File: src/rtl/idr_pkg.sv
package idr_pkg;

  typedef enum logic [1:0] {
    SH_DEST   = 2'd0,
    SH_SELF   = 2'd1,
    SH_ALL    = 2'd2,
    SH_OTHERS = 2'd3
  } shorthand_e;

  localparam logic [3:0]  MODEL_FLAT    = 4'hF;
  localparam logic [3:0]  MODEL_CLUSTER = 4'h0;
  localparam logic [3:0]  CLUSTER_ANY   = 4'hF;
  localparam logic [31:0] DEST_BCAST_X  = 32'hFFFF_FFFF;
  localparam logic [31:0] DEST_BCAST_L  = 32'h0000_00FF;

endpackage

File: src/rtl/idr_slot_match.sv
module idr_slot_match
  import idr_pkg::*;
(
  input  logic [31:0] dest,
  input  logic        logical,
  input  logic        ext,
  input  logic [7:0]  lid,
  input  logic [31:0] xid,
  input  logic [7:0]  logid,
  input  logic [3:0]  model,
  input  logic [31:0] xlog,
  output logic        hit
);

  logic [7:0] dlow;
  logic       all_ones;
  logic       phys_hit;
  logic       xlog_hit;
  logic       llog_hit;

  assign dlow     = dest[7:0];
  assign all_ones = (dest == DEST_BCAST_X);

  // physical addressing
  always_comb begin
    if (all_ones) begin
      phys_hit = 1'b1;
    end else if (ext) begin
      phys_hit = (xid == dest);
    end else begin
      phys_hit = (lid == dlow) || (dest == DEST_BCAST_L);
    end
  end

  // extended logical addressing
  always_comb begin
    xlog_hit = all_ones ||
               ((dest[31:16] == xlog[31:16]) && (|(dest[15:0] & xlog[15:0])));
  end

  // legacy logical addressing
  always_comb begin
    case (model)
      MODEL_FLAT:    llog_hit = |(dlow & logid);
      MODEL_CLUSTER: llog_hit = ((dlow[7:4] == CLUSTER_ANY) ||
                                 (dlow[7:4] == logid[7:4])) &&
                                (|(dlow[3:0] & logid[3:0]));
      default:       llog_hit = 1'b0;
    endcase
  end

  always_comb begin
    if (!logical) begin
      hit = phys_hit;
    end else if (ext) begin
      hit = xlog_hit;
    end else begin
      hit = llog_hit;
    end
  end

endmodule

File: src/rtl/idr_shorthand_sel.sv
module idr_shorthand_sel
  import idr_pkg::*;
#(
  parameter int N_TGT = 8,
  localparam int IDXW = (N_TGT > 1) ? $clog2(N_TGT) : 1
) (
  input  logic [1:0]       short_sel,
  input  logic [IDXW-1:0]  src,
  input  logic [N_TGT-1:0] dest_hits,
  input  logic [N_TGT-1:0] populated,
  output logic [N_TGT-1:0] next_mask
);

  logic [N_TGT-1:0] self_onehot;
  logic [N_TGT-1:0] raw_mask;

  for (genvar gi = 0; gi < N_TGT; gi++) begin : g_self
    assign self_onehot[gi] = (src == IDXW'(gi));
  end

  always_comb begin
    case (shorthand_e'(short_sel))
      SH_DEST:   raw_mask = dest_hits;
      SH_SELF:   raw_mask = self_onehot;
      SH_ALL:    raw_mask = '1;
      SH_OTHERS: raw_mask = ~self_onehot;
      default:   raw_mask = '0;
    endcase
  end

  // an unpopulated slot is never addressed
  assign next_mask = raw_mask & populated;

endmodule

File: src/rtl/idr_mask_reg.sv
module idr_mask_reg #(
  parameter int N_TGT = 8
) (
  input  logic             clk,
  input  logic             rst_n,
  input  logic             load,
  input  logic [N_TGT-1:0] mask_d,
  output logic [N_TGT-1:0] mask_q,
  output logic             done_q
);

  logic [N_TGT-1:0] mask_nxt;
  logic             done_nxt;

  always_comb begin
    mask_nxt = mask_q;
    if (load) begin
      mask_nxt = mask_d;
    end
    done_nxt = load;
  end

  always_ff @(posedge clk or negedge rst_n) begin
    if (!rst_n) begin
      mask_q <= '0;
      done_q <= 1'b0;
    end else begin
      mask_q <= mask_nxt;
      done_q <= done_nxt;
    end
  end

endmodule

File: src/rtl/irq_dest_resolver.sv
module irq_dest_resolver
  import idr_pkg::*;
#(
  parameter int N_TGT = 8,
  localparam int IDXW = (N_TGT > 1) ? $clog2(N_TGT) : 1
) (
  input  logic                  clk,
  input  logic                  rst_n,
  input  logic [N_TGT-1:0]      tgt_valid,
  input  logic [N_TGT-1:0]      tgt_ext,
  input  logic [8*N_TGT-1:0]    tgt_lid,
  input  logic [32*N_TGT-1:0]   tgt_xid,
  input  logic [8*N_TGT-1:0]    tgt_logid,
  input  logic [4*N_TGT-1:0]    tgt_model,
  input  logic [32*N_TGT-1:0]   tgt_xlog,
  input  logic                  req_valid,
  input  logic [31:0]           req_dest,
  input  logic                  req_logical,
  input  logic [1:0]            req_short,
  input  logic [IDXW-1:0]       req_src,
  output logic [N_TGT-1:0]      mask_out,
  output logic                  done
);

  // reset: asserted asynchronously, released on a clock edge
  logic rst_meta;
  logic rst_sync_n;

  always_ff @(posedge clk or negedge rst_n) begin
    if (!rst_n) begin
      rst_meta   <= 1'b0;
      rst_sync_n <= 1'b0;
    end else begin
      rst_meta   <= 1'b1;
      rst_sync_n <= rst_meta;
    end
  end

  logic [N_TGT-1:0] dest_hits;
  logic [N_TGT-1:0] next_mask;

  for (genvar gi = 0; gi < N_TGT; gi++) begin : g_slot
    idr_slot_match u_match (
      .dest    (req_dest),
      .logical (req_logical),
      .ext     (tgt_ext[gi]),
      .lid     (tgt_lid[8*gi +: 8]),
      .xid     (tgt_xid[32*gi +: 32]),
      .logid   (tgt_logid[8*gi +: 8]),
      .model   (tgt_model[4*gi +: 4]),
      .xlog    (tgt_xlog[32*gi +: 32]),
      .hit     (dest_hits[gi])
    );
  end

  idr_shorthand_sel #(.N_TGT(N_TGT)) u_sel (
    .short_sel (req_short),
    .src       (req_src),
    .dest_hits (dest_hits),
    .populated (tgt_valid),
    .next_mask (next_mask)
  );

  idr_mask_reg #(.N_TGT(N_TGT)) u_reg (
    .clk    (clk),
    .rst_n  (rst_sync_n),
    .load   (req_valid),
    .mask_d (next_mask),
    .mask_q (mask_out),
    .done_q (done)
  );

  // strobe yields a done pulse on the next cycle
  a_r13_done_follows: assert property (@(posedge clk) disable iff (!rst_sync_n)
    req_valid |=> done);

  // no strobe, no done
  a_r13_done_idle: assert property (@(posedge clk) disable iff (!rst_sync_n)
    !req_valid |=> !done);

  // mask holds between requests
  a_r13_mask_hold: assert property (@(posedge clk) disable iff (!rst_sync_n)
    !req_valid |=> $stable(mask_out));

  // only populated slots appear in a fresh mask
  a_r12_populated_only: assert property (@(posedge clk) disable iff (!rst_sync_n)
    req_valid |=> ((mask_out & ~$past(tgt_valid)) == '0));

  // all-targets shorthand equals the populated set
  a_r2_all_targets: assert property (@(posedge clk) disable iff (!rst_sync_n)
    (req_valid && req_short == SH_ALL) |=> (mask_out == $past(tgt_valid)));

  // self shorthand selects at most one slot
  a_r1_self_single: assert property (@(posedge clk) disable iff (!rst_sync_n)
    (req_valid && req_short == SH_SELF) |=> ($countones(mask_out) <= 1));

  // all-but-self never includes the requester
  a_r3_excludes_src: assert property (@(posedge clk) disable iff (!rst_sync_n)
    (req_valid && req_short == SH_OTHERS) |=> !mask_out[$past(req_src)]);

  // physical all-ones destination reaches every populated slot
  a_r4_phys_bcast: assert property (@(posedge clk) disable iff (!rst_sync_n)
    (req_valid && req_short == SH_DEST && !req_logical && (&req_dest))
      |=> (mask_out == $past(tgt_valid)));

  // logical all-ones reaches every populated extended slot
  a_r5_log_bcast_ext: assert property (@(posedge clk) disable iff (!rst_sync_n)
    (req_valid && req_short == SH_DEST && req_logical && (&req_dest))
      |=> ((mask_out & $past(tgt_ext) & $past(tgt_valid)) ==
           ($past(tgt_ext) & $past(tgt_valid))));

endmodule

File: config.mk
export PLATFORM = sky130hd
export DESIGN_NAME = irq_dest_resolver
export DESIGN_NICKNAME = d
export VERILOG_FILES = /design/src/rtl/idr_pkg.sv /design/src/rtl/idr_slot_match.sv /design/src/rtl/idr_shorthand_sel.sv /design/src/rtl/idr_mask_reg.sv /design/src/rtl/irq_dest_resolver.sv
export SDC_FILE = /design/constraint.sdc
export NUM_CORES = 1
export LEC_CHECK = 0
export ABC_AREA = 1
export ABC_CLOCK_PERIOD_IN_PS = 800
export BUFFER_PORTS_ARGS = -buffer_cell sky130_fd_sc_hd__buf_4
export CAP_MARGIN = 10
export CORE_AREA = 2 2 290 292
export CTS_BUF_LIST = sky130_fd_sc_hd__clkbuf_16
export DETAILED_ROUTE_END_ITERATION = 12
export DIE_AREA = 0 0 292 294
export PLACE_DENSITY = 0.41
export SYNTH_ARGS = -nofsm -noshare
export SYNTH_HDL_FRONTEND = slang
export SYNTH_SLANG_ARGS = --single-unit
File: constraint.sdc
create_clock -name clk -period 0.8 [get_ports clk]
set_input_delay 0.12 -clock clk [delete_from_list [all_inputs] [get_ports clk]]
set_output_delay 0.12 -clock clk [all_outputs]
set_load 0.02 [all_outputs]
==> flow_summary.yaml, run 1 <==
sta:
  setup_viol: 17
  worst_slack_ns: -0.680
  max_freq_mhz: 676
  period_share: 1.85
  finalMaxSlewViolations: 0
  setup-tns-final_ns: -5.84
  fin_crit_ns: 1.48
  rsz0062_at_grt: "true"
  finalHoldViolations: 0
  hold_ws_ns: 0.0365
  skew_ns: 0.00236
clock_tree:
  h-tree-depth: 1
  cts_buffers: 3
  clock-sinks: 11
  cts_tree: "built"
  ctsLongestPathBuffers: 2
  cts-root-buf: "clkbuf_16"
  clkTransAtPathRegs_ns: 0.05
  clk_latency_ns: 0.24
logic_synthesis:
  synth-main-ff-cell: "dfrtp_1"
  synth_nets: 2903
  yosys.area.top_type: "nand2_1"
  synth_most_common_cell: "nand2_1"
  ys_top_cells_by_area: "nand2_1, xnor2_1, nor2_1"
  seq_area_frac_synth: 0.0269
  synthCells: 2142
  synth_cell_type_count: 35
  yosys_warnings: 0
  yosysTopAreaCellShare: 0.382
  synthTopCellsByCount: "nand2_1, nor2_1, inv_1"
  synth_area_per_cell_sq_um: 4.78
  ys_ff_latch: 11
  synthesis.area_sq_um: 10200
  synth_edf_count: 0
  async_reset_ff_frac: 1.00
power_and_ir_drop:
  p_leak_nw: 11.2
  totalPowerFinal_mw: 12.3
  power_density_nw_per_um2: 596
  peakVddDrop_uv: 420
floorplanning:
  die_h_microns: 294
  start_util: 0.123
  dieArea_sq_um: 85800
  die_x_microns: 292
  rows: 106
  pin_count: 738
  core_area_sq_um: 82900
critical_path:
  critical_path_class: "primary input to flip-flop"
  worstPathArrival_ns: 1.66
  critPathMaxFanout: 7
  start_kind: "primary input"
  required_ns: 0.98
  crit_path_end_kind: "flip-flop"
global_routing:
  grtUsageTotal: 0.190
  first_global_vias: 16200
  overflow: 0
  grt_pass1_wl_microns: 116000
  grt_max_degree: 21
  grt_antenna_before_repair: 11
placement:
  io_buffer_count: 737
  dp_hpwl_microns: 78200
  place.gp.congestion: 0.906
  dp_cells: 4152
hold_path:
  min_path_type: "flip-flop to asynchronous set/reset pin"
routing:
  wl_per_cell_microns: 20.5
  antenna_left: 0
  drt_iter0_drc: 663
  routed_via_density: 3.87
  drt_pre_antenna_iters: 7
  route.detailed.drc: 0
  via_count: 16200
  drt-total-wl_microns: 85800
cells_and_area:
  area_delta_synth_final_pct: 102
  fin_util: 0.250
  fin_cells: 4188
  final_nets: 3866
  final_layout_size_suffix_gt1_frac: 0.411
flow_run:
  cap_violations: 0
outcome:
  violations: "negative setup slack"
  status: "finished, violations left"
## placed cells by master (no fill, tap or decap), types with 19 or more instances in the layout
cell type    n
xor2_1      31
nand2_1    989
nor2_2      57
nor2_1     171
buf_4      941
nand2_2     45
nand4_1     53
buf_12      35
a21oi_1     24
o21ai_0     33
nand3_2     19
buf_6       49
xnor2_1    157
nand3_1     34
ha_1        31
inv_1      232
nor2_4      30
## logic make-up (layout without fill, tap and decap cells)
logic type / count (synthesis) / after routing / synth area share
and+or+nand+nor: 1475 / 1475 / 0.578
xor gates and xnor gates: 198 / 198 / 0.169
DFF: 11 / 11 / 0.0269
adders and majority gates: 32 / 32 / 0.0391
other: 1 / 5 / 0.000366
AOI/OAI and AO/OA: 87 / 87 / 0.0446
buffers and inverters: 338 / 1300 / 0.141
## critical path, cell delays in order
cell and delay [ns]:
buf_12 0.12, buf_12 0.15, buf_4 0.15, xnor2_1 0.15, buf_4 0.15, nand2_1 0.05
nor2_1 0.17, nand2_2 0.15, nand2_1 0.10, a21oi_1 0.07, nand2_1 0.07, nand2_1 0.05
nand2_1 0.05, nand2_1 0.05, nand2_1 0.05
## state kept, by name, summed over array words and instances (netlist names)
signal / cells
rst_meta: 1
u_reg.mask_q: 8
rst_sync_n: 1
u_reg.done_q: 1
## worst paths after layout
check,startpoint,end,slack (ns),cells after the start
worst max-delay path,req_dest[6],u_reg.mask_q[3]$_DFFE_PN0P_,-0.68,15
worst min-delay path,rst_sync_n$_DFF_PN0_,u_reg.done_q$_DFF_PN0_,0.04,0
worst max register to register,u_reg.mask_q[7]$_DFFE_PN0P_,u_reg.mask_q[7]$_DFFE_PN0P_,-0.04,4
worst min register to register,rst_sync_n$_DFF_PN0_,u_reg.done_q$_DFF_PN0_,0.04,0
max in group asynchronous,rst_sync_n$_DFF_PN0_,u_reg.mask_q[1]$_DFFE_PN0P_,0.43,1
min in group clk,req_valid,u_reg.done_q$_DFF_PN0_,0.05,1
## power by group
group / total, mW / switching, mW / internal, mW
sequential: 0.646 / 0.0399 / 0.606
combinational: 10.7 / 5.16 / 5.59
clock: 0.953 / 0.288 / 0.666
total: 12.3 / 5.48 / 6.86
## area by class of cell
class | instances | area [sq um]
Antenna cell | 4 | 10.0
Clock buffer | 3 | 75.1
Clock inverter | 1 | 5.00
Fill cell | 9576 | 62200
Inverter | 254 | 997
Multi-Input combinational cell | 1793 | 9390
Sequential cell | 11 | 275
Tap cell | 1080 | 1350
Timing Repair Buffer | 1042 | 8610
## per-stage QoR
step,area [sq um],worst slack (ns)
2_1_floorplan,10500,-0.410
3_3_place_gp,19000,-1.39
3_5_place_dp,19000,-1.33
4_1_cts,20200,-0.683
5_1_grt,20700,-0.789
6_report,20700,-0.680
## layer usage
layer  global-route usage  part of all wire  vias up  wire length [microns]
met1                0.231              0.42     7222                  35900
met5                    0           0.00061        -                     52
met2                0.358              0.51      530                  44100
li1                     -                 -     8396                      -
met4               0.0218             0.012        8                   1020
met3               0.0279             0.055       42                   4740
## what timing repair did
action                                 in CTS  in global routing
endpoints found under the hold margin       2                  0
setup endpoints to repair                  17                 17
hold buffers                                1                  0
gates cloned                                2                  1
buffers inserted                           21                 10
resized for setup                         234                114
pin swaps                                  83                 55
Power figures use the tool's default switching activity.
==> run 2: changes to the inputs <==
--- a/config.mk
+++ b/config.mk
@@ -6,14 +6,14 @@
 export NUM_CORES = 1
 export LEC_CHECK = 0
 export ABC_AREA = 1
-export ABC_CLOCK_PERIOD_IN_PS = 800
-export BUFFER_PORTS_ARGS = -buffer_cell sky130_fd_sc_hd__buf_4
+export ABC_CLOCK_PERIOD_IN_PS = 1800
+export BUFFER_PORTS_ARGS = -buffer_cell sky130_fd_sc_hd__buf_2
 export CAP_MARGIN = 10
-export CORE_AREA = 2 2 290 292
+export CORE_AREA = 2 2 286 288
 export CTS_BUF_LIST = sky130_fd_sc_hd__clkbuf_16
 export DETAILED_ROUTE_END_ITERATION = 12
-export DIE_AREA = 0 0 292 294
-export PLACE_DENSITY = 0.41
+export DIE_AREA = 0 0 288 290
+export PLACE_DENSITY = 0.42
 export SYNTH_ARGS = -nofsm -noshare
 export SYNTH_HDL_FRONTEND = slang
 export SYNTH_SLANG_ARGS = --single-unit
==> constraint.sdc (replaced) <==
create_clock -name clk -period 1.8 [get_ports clk]
set_input_delay 0.27 -clock clk [delete_from_list [all_inputs] [get_ports clk]]
set_output_delay 0.27 -clock clk [all_outputs]
set_load 0.02 [all_outputs]
==> flow_summary.yaml, run 2 (synthesized netlist as in run 1, its figures left out) <==
critical_path:
  worstPathArrival_ns: 1.86
  critPathMaxFanout: 6
  critical_path_class: "primary input to flip-flop"
  critPathTopFamily: "simple AND/OR/NAND/NOR gates"
  max_stage_delay_ns: 0.18
  start_kind: "primary input"
  crit_buf_inv: 5
  cp_common_cell: "nand2_1"
  crit_path_end_kind: "flip-flop"
  required_ns: 1.93
  slowest_stage: "buf_4"
  path_cells: "buf_6, buf_12, buf_12, buf_4, nand2_1, nand2_1, nor2_1, buf_4, nand3b_1, nand3_1, nand2_1, nand2_1, nand2_1, nand2_1, nand2_1, nand2_1"
cells_and_area:
  fin_util: 0.224
  ff_latch_area_sq_um: 275
  largest_register_ff_count: 8
  layout_common_cells: "nand2_1, buf_2, inv_1, nor2_1, buf_4"
  fin_cells: 4129
  final_layout_size_suffix_gt1_frac: 0.373
  fillers: 9478
  top_register: "u_reg.mask_q"
  multi_input_area_sq_um: 8940
  final_nets: 3817
  final_common_cell: "nand2_1"
  area_delta_synth_final_pct: 75.8
sta:
  fin_crit_ns: 1.73
  skew_ns: 0.00606
  finalMaxSlewViolations: 0
  setup_viol: 0
  rsz0062_at_grt: "true"
  period_share: 0.964
  max_freq_mhz: 577
  finalHoldViolations: 0
  setup-tns-final_ns: 0
power_and_ir_drop:
  power_density_nw_per_um2: 269
  p_leak_nw: 10.2
  peakVddDrop_uv: 254
outcome:
  status: "finished, final reports clean"
clock_tree:
  cts_buffers: 3
  clk_latency_ns: 0.24
  clock-sinks: 11
  ctsLongestPathBuffers: 2
  cts-root-buf: "clkbuf_16"
  h-tree-depth: 1
  clkTransAtPathRegs_ns: 0.05
  cts_tree: "built"
flow_run:
  cap_violations: 0
routing:
  drt_iter0_drc: 751
  route.detailed.drc: 0
  drt-total-wl_microns: 83200
  routed_via_density: 3.91
  wl_per_cell_microns: 20.2
  antenna_left: 0
  drt_pre_antenna_iters: 5
  via_count: 16100
global_routing:
  first_global_vias: 16000
  grt.busiest_layer: "met2"
  grt_antenna_before_repair: 24
  use_met1: 0.232
  use_met2: 0.344
  overflow: 0
  grt_max_degree: 25
  grt_pass1_wl_microns: 112000
  use_met3: 0.0236
  grtUsageTotal: 0.187
placement:
  place.gp.congestion: 0.923
  dp_cells: 4088
  dp_hpwl_microns: 75100
  io_buffer_count: 737
floorplanning:
  dieArea_sq_um: 83500
  core_area_sq_um: 80200
  rows: 104
  die_h_microns: 290
  pin_count: 738
  start_util: 0.128
  die_x_microns: 288
hold_path:
  min_path_type: "flip-flop to asynchronous set/reset pin"
==> run 2: repair_timing <==
item                                   4_1_cts  5_1_grt
setup buffers                                4       11
setup endpoints to repair                    8        8
endpoints found under the hold margin        2        0
cloned                                       3        5
resized for setup                           72      119
hold buffers                                 1        0
pin swaps                                   13       36
==> run 2: final cells by class <==
cell class	count	area share
multi-input cells	1793	0.497
clock inverters	1	0.000278
diodes	14	0.00195
clock buffers	3	0.00417
flip-flops and latches	11	0.0153
repair buffers	993	0.353
inverters	254	0.0540
well taps	1060	0.0737
==> run 2: stage by stage <==
step | setup WS (ns) | hold WS, ns | total power [mW] | instance area (sq um)
finish | 0.0655 | 0.174 | 4.84 | 18000
global route | -0.0192 | 0.223 | 5.29 | 18000
CTS | 0.000125 | 0.187 | 4.74 | 17400
detailed placement | -0.797 | 0.0682 | 4.19 | 16900
global placement | -0.835 | 0.0681 | 4.20 | 16900
floorplan | 0.349 | -0.0256 | 2.03 | 10200
==> run 2: layer usage <==
| layer | wire length (microns) | part of all wire | vias up |
|---|---|---|---|
| met1 | 35200 | 0.42 | 7188 |
| met5 | 80 | 0.00096 | - |
| met4 | 1600 | 0.019 | 12 |
| met2 | 41900 | 0.50 | 569 |
| met3 | 4430 | 0.053 | 64 |
| li1 | - | - | 8310 |
==> run 2: final timing paths <==
kind                                             start                           to  slack (ns)  depth (start not counted)
setup reg to reg           u_reg.mask_q[7]$_DFFE_PN0P_  u_reg.mask_q[7]$_DFFE_PN0P_        1.15                          2
setup / recovery                           req_dest[1]  u_reg.mask_q[5]$_DFFE_PN0P_        0.07                         16
max in group asynchronous         rst_sync_n$_DFF_PN0_  u_reg.mask_q[5]$_DFFE_PN0P_        1.32                          0
hold reg to reg                   rst_sync_n$_DFF_PN0_  u_reg.mask_q[0]$_DFFE_PN0P_        0.17                          0
hold / removal                    rst_sync_n$_DFF_PN0_  u_reg.mask_q[0]$_DFFE_PN0P_        0.17                          0
min in group clk                             req_valid       u_reg.done_q$_DFF_PN0_        0.27                          1
==> run 2: worst reg2reg max path, cell delays in order (launching register included) <==
cell and delay, ns:
dfrtp_1 0.41, nand2_1 0.09, nand2_1 0.05
==> run 2: report_power, final <==
| group | total (mW) | switching, mW | internal (mW) | leakage (nW) |
|---|---|---|---|---|
| Clock | 0.413 | 0.118 | 0.295 | 0.0410 |
| Combinational | 4.14 | 2.22 | 1.92 | 10.0 |
| Sequential | 0.290 | 0.0208 | 0.270 | 0.138 |
